==> src/rtl/lbr_pkg.sv <==
package lbr_pkg;

  // Positions inside the written byte that steer routing and bank decode.
  localparam int SEL_BIT      = 7;   // bank-select-enable
  localparam int SUB_BIT      = 6;   // splits bank-1 codes from high banks
  localparam int HI_BANK_LSB  = 2;   // two-bit index of the high bank
  localparam int HI_BANK_BASE = 2;   // first high bank number

  // Positions of the line format fields.
  localparam int LEN_LSB   = 0;
  localparam int STOP_BIT  = 2;
  localparam int PEN_BIT   = 3;
  localparam int EVEN_BIT  = 4;
  localparam int STICK_BIT = 5;
  localparam int BRK_BIT   = 6;
  localparam int MIN_CHAR  = 5;

  typedef struct packed {
    logic [3:0] char_bits;
    logic       two_stop;
    logic       par_en;
    logic       par_even;
    logic       par_stick;
    logic       brk;
  } line_fmt_t;

endpackage

==> src/rtl/lbr_route.sv <==
module lbr_route #(
  parameter int DATA_W = 8
) (
  input  logic              wstb,
  input  logic [DATA_W-1:0] wdat,
  output logic              bsr_we,
  output logic              lcr_we
);
  import lbr_pkg::*;

  logic sel_en;
  logic bank1_code;

  always_comb begin
    sel_en     = wdat[SEL_BIT];
    bank1_code = wdat[SEL_BIT] & ~wdat[SUB_BIT];
    bsr_we     = wstb;
    // Format is protected only for high-bank selections.
    lcr_we     = wstb & (~sel_en | bank1_code);
  end

endmodule

==> src/rtl/lbr_bank_dec.sv <==
module lbr_bank_dec #(
  parameter int DATA_W = 8,
  parameter int BANK_W = 3
) (
  input  logic [DATA_W-1:0] code,
  output logic [BANK_W-1:0] bank
);
  import lbr_pkg::*;

  localparam logic [BANK_W-1:0] BANK_ONE = BANK_W'(1);
  localparam logic [BANK_W-1:0] BANK_HI0 = BANK_W'(HI_BANK_BASE);

  always_comb begin
    if (!code[SEL_BIT]) begin
      bank = '0;
    end else if (!code[SUB_BIT]) begin
      bank = BANK_ONE;
    end else begin
      bank = BANK_HI0 + BANK_W'(code[HI_BANK_LSB +: 2]);
    end
  end

endmodule

==> src/rtl/lbr_fmt_unpack.sv <==
module lbr_fmt_unpack #(
  parameter int DATA_W = 8
) (
  input  logic [DATA_W-1:0]       lcr,
  output lbr_pkg::line_fmt_t      fmt
);
  import lbr_pkg::*;

  always_comb begin
    fmt.char_bits = 4'(MIN_CHAR) + {2'b00, lcr[LEN_LSB +: 2]};
    fmt.two_stop  = lcr[STOP_BIT];
    fmt.par_en    = lcr[PEN_BIT];
    fmt.par_even  = lcr[EVEN_BIT];
    fmt.par_stick = lcr[STICK_BIT];
    fmt.brk       = lcr[BRK_BIT];
  end

endmodule

==> src/rtl/line_bank_regs.sv <==
module line_bank_regs #(
  parameter int DATA_W      = 8,
  parameter int BANK_W      = 3,
  parameter int SHADOW_BANK = 3
) (
  input  logic              clk,
  input  logic              rst,
  input  logic              wr_stb,
  input  logic [DATA_W-1:0] wr_data,
  output logic [DATA_W-1:0] shared_rd,
  output logic [DATA_W-1:0] shadow_rd,
  output logic [BANK_W-1:0] bank_num,
  output logic [3:0]        char_bits,
  output logic              two_stop,
  output logic              par_en,
  output logic              par_even,
  output logic              par_stick,
  output logic              brk
);
  import lbr_pkg::*;

  localparam logic [BANK_W-1:0] SHADOW_SEL = BANK_W'(SHADOW_BANK);

  logic [DATA_W-1:0] bsr_q, lcr_q;
  logic [DATA_W-1:0] bsr_nxt, lcr_nxt, shadow_nxt;
  logic [BANK_W-1:0] bank_nxt;
  logic              bsr_we, lcr_we;
  line_fmt_t         fmt_nxt, fmt_q;

  lbr_route #(.DATA_W(DATA_W)) u_route (
    .wstb   (wr_stb),
    .wdat   (wr_data),
    .bsr_we (bsr_we),
    .lcr_we (lcr_we)
  );

  always_comb begin
    bsr_nxt = bsr_we ? wr_data : bsr_q;
    lcr_nxt = lcr_we ? wr_data : lcr_q;
  end

  lbr_bank_dec #(.DATA_W(DATA_W), .BANK_W(BANK_W)) u_bank (
    .code (bsr_nxt),
    .bank (bank_nxt)
  );

  lbr_fmt_unpack #(.DATA_W(DATA_W)) u_fmt (
    .lcr (lcr_nxt),
    .fmt (fmt_nxt)
  );

  always_comb begin
    shadow_nxt = (bank_nxt == SHADOW_SEL) ? lcr_nxt : '0;
  end

  // All outputs come straight from flops.
  always_ff @(posedge clk) begin
    if (rst) begin
      bsr_q     <= '0;
      lcr_q     <= '0;
      bank_num  <= '0;
      shadow_rd <= '0;
      fmt_q     <= '{char_bits: 4'(MIN_CHAR), default: '0};
    end else begin
      bsr_q     <= bsr_nxt;
      lcr_q     <= lcr_nxt;
      bank_num  <= bank_nxt;
      shadow_rd <= shadow_nxt;
      fmt_q     <= fmt_nxt;
    end
  end

  always_comb begin
    shared_rd = bsr_q;
    char_bits = fmt_q.char_bits;
    two_stop  = fmt_q.two_stop;
    par_en    = fmt_q.par_en;
    par_even  = fmt_q.par_even;
    par_stick = fmt_q.par_stick;
    brk       = fmt_q.brk;
  end

endmodule

==> config.mk <==
export PLATFORM = sky130hd
export DESIGN_NAME = line_bank_regs
export DESIGN_NICKNAME = d
export VERILOG_FILES = /design/src/rtl/lbr_pkg.sv /design/src/rtl/lbr_route.sv /design/src/rtl/lbr_bank_dec.sv /design/src/rtl/lbr_fmt_unpack.sv /design/src/rtl/line_bank_regs.sv
export SDC_FILE = /design/constraint.sdc
export NUM_CORES = 1
export LEC_CHECK = 0
export BUFFER_PORTS_ARGS = -buffer_cell sky130_fd_sc_hd__buf_2
export CORE_AREA = 2 2 59 61
export CTS_BUF_LIST = sky130_fd_sc_hd__clkbuf_4
export DETAILED_ROUTE_END_ITERATION = 8
export DIE_AREA = 0 0 61 63
export PLACE_DENSITY_LB_ADDON = 0.3
export SETUP_SLACK_MARGIN = 0.4
export SLEW_MARGIN = 10
export SYNTH_ARGS = -nofsm -noshare
export SYNTH_HDL_FRONTEND = slang
export SYNTH_SLANG_ARGS = --single-unit
==> constraint.sdc <==
create_clock -name clk -period 3.06 [get_ports clk]
set_clock_uncertainty 0.05 [all_clocks]
set_input_delay 0.153 -clock clk [delete_from_list [all_inputs] [get_ports clk]]
set_output_delay 0.153 -clock clk [all_outputs]
set_load 0.01 [all_outputs]
# After elaboration in Yosys (flattened, before gate mapping)
# Index checks and enable logic that the tools add are counted.
[op_classes]
add_sub_neg = 2
eq_ne = 1
mux = 4
bitwise_logic = 6
n_reduce_logical = 1
[op_table]
columns = ["op", "count"]
rows = [
  ["two-way mux 8 bit", 2],
  ["two-way mux 3 bit", 2],
  ["adder 3 x 2 -> 4 bit (first input constant)", 1],
  ["adder 2 x 2 -> 3 bit (first input constant)", 1],
  ["equality test 3 x 2 -> 1 bit (second input constant)", 1],
  ["NOT 1 bit", 3],
  ["bitwise AND 1 bit", 2],
  ["OR reduction 2 bit", 1],
  ["bitwise OR 1 bit", 1],
]
[word_totals]
reg_bits = 36
inputBits = 11

# Depth between registers and ports, before layout
# Gate-level depths: netlist of the first run.
[logic_depth]
depth_word = 7
mapped_depth = 7

# Hierarchy
# From an unflattened synthesis of the first run, not the netlist that was laid out.
[hier_totals]
cells_unflattened = 119
hier_area_um2 = 1377.6
[by_module_without_submodules]
columns = ["mod", "instances", "cells_per_inst", "area_per_inst_um2", "seq_area_each_um2"]
rows = [
  ["line_bank_regs", 1, 103, 1260.0, 720.7],
  ["lbr_fmt_unpack", 1, 9, 70.1, 0.0],
  ["lbr_bank_dec", 1, 5, 28.8, 0.0],
  ["lbr_route", 1, 2, 18.8, 0.0],
]

# Least setup slack after synthesis of the first run
# Ideal clock, no wire load.
[synth_path]
path_kind = "input to register"
start = "in wr_stb"
end = "reg fmt_q (netlist bit char_bits[1])"
arrival_time_ns = 1.390
t_required_ns = 2.884
path_slack_ns = 1.494
stages = 6
path_cell_list = "buf_6 > a21boi_2 > mux2i_1 > inv_1 > ha_1 > nor2b_1"
[synth_rtl]
columns = ["element", "line_no", "text"]
rows = [
  ["start, declared", "line_bank_regs.sv:8", "input logic wr_stb,"],
  ["end signal, assigned", "line_bank_regs.sv:69", "fmt_q <= fmt_nxt;"],
  ["end, declared", "line_bank_regs.sv:28", "line_fmt_t fmt_nxt, fmt_q;"],
]

==> impl_metrics.tcl, run 1 <==
set metrics [dict create \
    drcViolationCount 0 \
    areaGrowthSynthToFinish_pct 24.48 \
    grt_pass1_vias 745 \
    crit_arrival_ps 1800 \
    grt_pass1_wl_mm 3.215 \
    synth_cell_type_count 21 \
    synth_largest_area_cell "dfxtp_1" \
    vdd_drop_max_v 0.0002368 \
    power_frac_clock_pct 31.9 \
    hold_violations 0 \
    cts-root-buf "clkbuf_4" \
    worstHoldStart "wr_data[5]" \
    r2r-start "shared_rd[7]$_SDFF_PP0_" \
    final_cell_mix "38 x buf_2, 31 x dfxtp_1, 15 x nor2_1" \
    finalCriticalPeriod_ps 1636 \
    total_power_uw 753.4 \
    fin_crit_sh_pct 53.48 \
    final-setup-viol-count 0 \
    grt_setup_unrepaired "no" \
    io_buffers 38 \
    status "completed" \
    io_pins 39 \
    synth-seq-area-share_pct 57.01 \
    end_kind "flop" \
    htreeDepth 2 \
    hold_end "shared_rd[5]$_SDFFE_PP0P_" \
    worstRegToRegCells 3 \
    insertion_delay_ps 330 \
    chipHeight_um 63 \
    routed_wl_mm 2.141 \
    dieArea_um2 3843 \
    intPower_uw 562.4 \
    p_sw_share_pct 25.35 \
    worstPathRequired_ps 3220 \
    worstSetupPathType "in -> reg" \
    min_path_type "in -> reg" \
    clockBufferDepth 2 \
    nNetsFinal 150 \
    synth_cells 99 \
    drt_iter0_drc 33 \
    cts_buffers 5 \
    yosys-top-cells-area "dfxtp_1 57%, mux2i_1 12%, nor3_2 7.4%" \
    cts_tree "yes" \
    fmax_mhz 611.1 \
    postSynthAreaPerCell_um2 11.00 \
    antenna_found_initial 0 \
    pwr-share-comb_pct 11.2 \
    syn_nets 111 \
    clock-sinks 31 \
    synth_top_area_share_pct 57.01 \
    worst_slew_pin_slew_ps 508.7 \
    fp.dieW_um 61 \
    p_sw_uw 191.0 \
    postCtsSetupRepairBufs 0 \
    initial_core_util_pct 33.68 \
    setup_tns_ps 0 \
    reg2reg_slack_ps 1660 \
    slew_headroom_pct 66.09 \
    power_density_nw_per_um2 556.0 \
    cp_max_fo 16 \
    ctsHoldBuffers 0 \
    dr.pass1.iters 4 \
    final_common_cell "buf_2" \
    ys.warnings.count 0 \
    coreArea_um2 3232 \
    clk_transition_reported_paths_ps 90 \
    postCtsResizedCells 0 \
    place_hpwl_mm 1.527 \
    hold_depth 3 \
    finalMaxSlewViolations 0 \
    max-cap-violations 0 \
    drtAntennaViolNets 0 \
    vias 810 \
    vias_per_cell 4.378 \
    sequentialPowerShare_pct 56.9 \
    drive_gt1_share_pct 41.73 \
    p_leak_uw 0.0006666 \
    wl_per_cell_um 11.57 \
    netlist_area_um2 1089 \
    gp_congestion 0.8112 \
    grt.total_usage_pct 11.97 \
    grt_max_degree 21 \
    overflow 0 \
    synth-seq-cells 31 \
    rr_endpoint "shadow_rd[4]$_SDFF_PP0_" \
    num_antenna_cells 0 \
    startpoint_type "input pin" \
    rows 21 \
]
## final cells by class
cell class              count  area (µm²)
clock buffers               7       52.55
clock inverters             1       5.005
fillers                   343        1877
inverters                   6       22.52
multi-input cells          56       406.6
flip-flops and latches     31       620.6
well taps                  46       57.56
repair buffers             38       190.2
## logic make-up (layout without fill, tap and decap cells)
logic type / after synthesis / count (layout) / synth area share, %
AOI/OAI and AO/OA: 6 / 6 / 3.908
DFF: 31 / 31 / 57.01
buffers and inverters: 12 / 52 / 5.631
muxes: 13 / 13 / 11.95
adders and majority gates: 1 / 1 / 1.149
and+or+nand+nor: 36 / 36 / 20.34
## per-stage QoR
step	setup slack, ps	instance area (µm²)	hold slack, ps	cells	util [%]
6_report	1424	1355	41.91	185	41.93
5_1_grt	1294	1355	58.84	185	41.93
4_1_cts	1402	1355	30.17	185	41.93
3_5_place_dp	1056	1297	372.8	177	40.15
3_3_place_gp	1134	1297	369.8	177	40.15
2_1_floorplan	1494	1089	250.2	99	-
## layer usage
metal | global-route usage [%] | vias up | wire, µm
met5 | 0 | - | 0
met2 | 16.40 | 32 | 958
met1 | 14.32 | 362 | 961
li1 | - | 409 | -
met3 | 4.762 | 7 | 150
met4 | 9.511 | 0 | 71
## worst max-delay path, stage by stage
cell and delay (ps):
buf_2 270, a21boi_2 470, mux2i_1 400, inv_1 90
ha_1 290, nor2b_1 130
## Yosys cell counts
master,count
and3b_1,1
nor2b_1,3
mux2i_1,13
nor3b_1,1
nand3_1,2
or4_4,1
a21boi_2,1
inv_1,6
nor3_2,8
clkbuf_1,3
o22ai_1,2
ha_1,1
nand2b_1,2
a21oi_1,2
or2_2,2
nor2_1,15
buf_2,1
buf_6,2
o22a_1,1
nand2_1,1
dfxtp_1,31
## how the worst max path moves through the flow
stage / startpoint / to / slack [ps] / depth (start not counted)
finish: wr_stb / char_bits[1]$_SDFF_PP0_ / 1420 / 6
global route: wr_stb / char_bits[1]$_SDFF_PP0_ / 1290 / 6
CTS: wr_stb / char_bits[1]$_SDFF_PP0_ / 1400 / 6
detailed placement: wr_stb / char_bits[1]$_SDFF_PP0_ / 1060 / 6
global placement: wr_stb / char_bits[1]$_SDFF_PP0_ / 1130 / 6
floorplan: wr_stb / char_bits[1]$_SDFF_PP0_ / 1490 / 6
## flip-flops by register name, indices dropped and copies added, names as in the netlist
register   cells
lcr_q          8
bank_num       3
shadow_rd      8
shared_rd      8
char_bits      4
## power by group through the flow
stage	logic, µW	registers, µW	clock network (µW)
6_report	84.6	428	240
5_1_grt	94.2	431	265
4_1_cts	86.2	429	249
3_5_place_dp	85.5	438	0
3_3_place_gp	84.2	438	0
2_1_floorplan	49.1	445	0
Power figures use the tool's default switching activity.
==> run 2, diff against run 1 <==
- clock period: 3.06 -> 1.7 ns (I/O delays scaled with it)
==> impl_metrics.tcl, run 2 (synthesized netlist as in run 1, its figures left out) <==
set metrics [dict create \
    coreArea_um2 3232 \
    num_antenna_cells 0 \
    clock-sinks 31 \
    clk_transition_reported_paths_ps 90 \
    cp_max_fo 4 \
    place_hpwl_mm 1.578 \
    hold_ws_ps 18.32 \
    crit_arrival_ps 1460 \
    overflow 0 \
    drive_gt1_share_pct 42.47 \
    max-cap-violations 0 \
    finalCriticalPeriod_ps 1302 \
    min_path_type "in -> reg" \
    final-setup-viol-count 0 \
    dr.pass1.iters 4 \
    setup_tns_ps 0 \
    grt_setup_unrepaired "yes" \
    worstSetupPathType "in -> reg" \
    post-route-util_pct 45.30 \
    drcViolationCount 0 \
    vias 833 \
    vdd_drop_max_v 0.0005639 \
    vias_per_cell 4.339 \
    grt_pass1_wl_mm 3.574 \
    final_cells 192 \
    cts_buffers 5 \
    grt_pass1_vias 800 \
    cts_tree "yes" \
    grt.total_usage_pct 12.98 \
    drtAntennaViolNets 0 \
    rows 21 \
    power_density_nw_per_um2 1022 \
    p_leak_uw 0.0007089 \
    finalMaxSlewViolations 0 \
    antenna_found_initial 0 \
    cts-root-buf "clkbuf_4" \
    dp_cells 179 \
    startpoint_type "input pin" \
    reg2reg_slack_ps 420 \
    grt_max_degree 21 \
    hold_violations 0 \
    io_buffers 38 \
    gp_congestion 0.7717 \
    fp.dieW_um 61 \
    fin_crit_sh_pct 76.60 \
    chipHeight_um 63 \
    slew_headroom_pct 64.20 \
    dieArea_um2 3843 \
    drt_iter0_drc 9 \
    worst_slew_pin_slew_ps 537.0 \
    areaGrowthSynthToFinish_pct 34.48 \
    fmax_mhz 768.0 \
    final_common_cell "buf_2" \
    initial_core_util_pct 33.68 \
    routed_wl_mm 2.197 \
    htreeDepth 2 \
    io_pins 39 \
    insertion_delay_ps 330 \
    worstPathRequired_ps 1860 \
    status "completed" \
    final_cell_mix "38 x buf_2, 30 x dfxtp_1, 15 x nor2_1" \
    end_kind "flop" \
    nNetsFinal 157 \
    wl_per_cell_um 11.44 \
    clockBufferDepth 2 \
]
run 2: changes by cell type in the layout (fill, tap and decap cells not counted):
cell,change
clkinv_1,+1
a21boi_4,+1
mux2i_2,+1
clkbuf_4,-2
dlygate4sd3_1,+5
bufinv_16,+1
mux2i_1,-2
buf_4,+2
mux2i_4,+1
a21boi_2,-1
dfxtp_2,+1
dfxtp_1,-1
run 2: area by class of cell:
type / count / area (µm²)
Fill cell: 317 / 1768
Sequential cell: 31 / 621.8
Clock inverter: 3 / 38.79
Tap cell: 46 / 57.56
Clock buffer: 5 / 37.54
Timing Repair Buffer: 45 / 255.2
Inverter: 6 / 22.52
Multi-Input combinational cell: 56 / 430.4
run 2: report_power, final:
part	switching, µW	internal, µW
Clock	248	302
Combinational	95.1	78.7
Sequential	13.9	757
run 2: stage by stage:
stage	cell area, µm²	total power, µW	setup slack [ps]
floorplan	1109	894.2	319.2
global placement	1329	949.6	228.5
detailed placement	1329	952.7	238.9
CTS	1455	1512	404.2
global route	1464	1568	338.2
finish	1464	1495	397.8
run 2: critical path, cell delays in order:
cell and delay [ps]:
dlygate4sd3_1 530, buf_2 140, mux2i_2 230, inv_1 80, ha_1 270, nor2b_1 130
run 2: timing repair:
action	in CTS	in global routing
pin swaps	1	0
hold buffers	5	0
endpoints found under the hold margin	7	0
resized for setup	0	1
buffers inserted	0	0
setup endpoints to repair	6	9
run 2: worst paths after layout:
path                             startpoint                        end  depth (start not counted)
hold reg to reg   shared_rd[1]$_SDFFE_PP0P_  shared_rd[1]$_SDFFE_PP0P_                          2
setup / recovery                 wr_data[0]    char_bits[1]$_SDFF_PP0_                          6
setup reg to reg    shared_rd[6]$_SDFF_PP0_    shadow_rd[4]$_SDFF_PP0_                          3
hold / removal                   wr_data[3]    shared_rd[3]$_SDFF_PP0_                          3
run 2: metal layers:
layer	wire length (µm)	GRT usage [%]	part of all wire, %	up-vias
met2	1082	20.70	49	22
met5	0	0	0	-
met3	113	5.590	5.1	4
li1	-	-	-	418
met4	32	6.522	1.5	0
met1	969	14.30	44	389
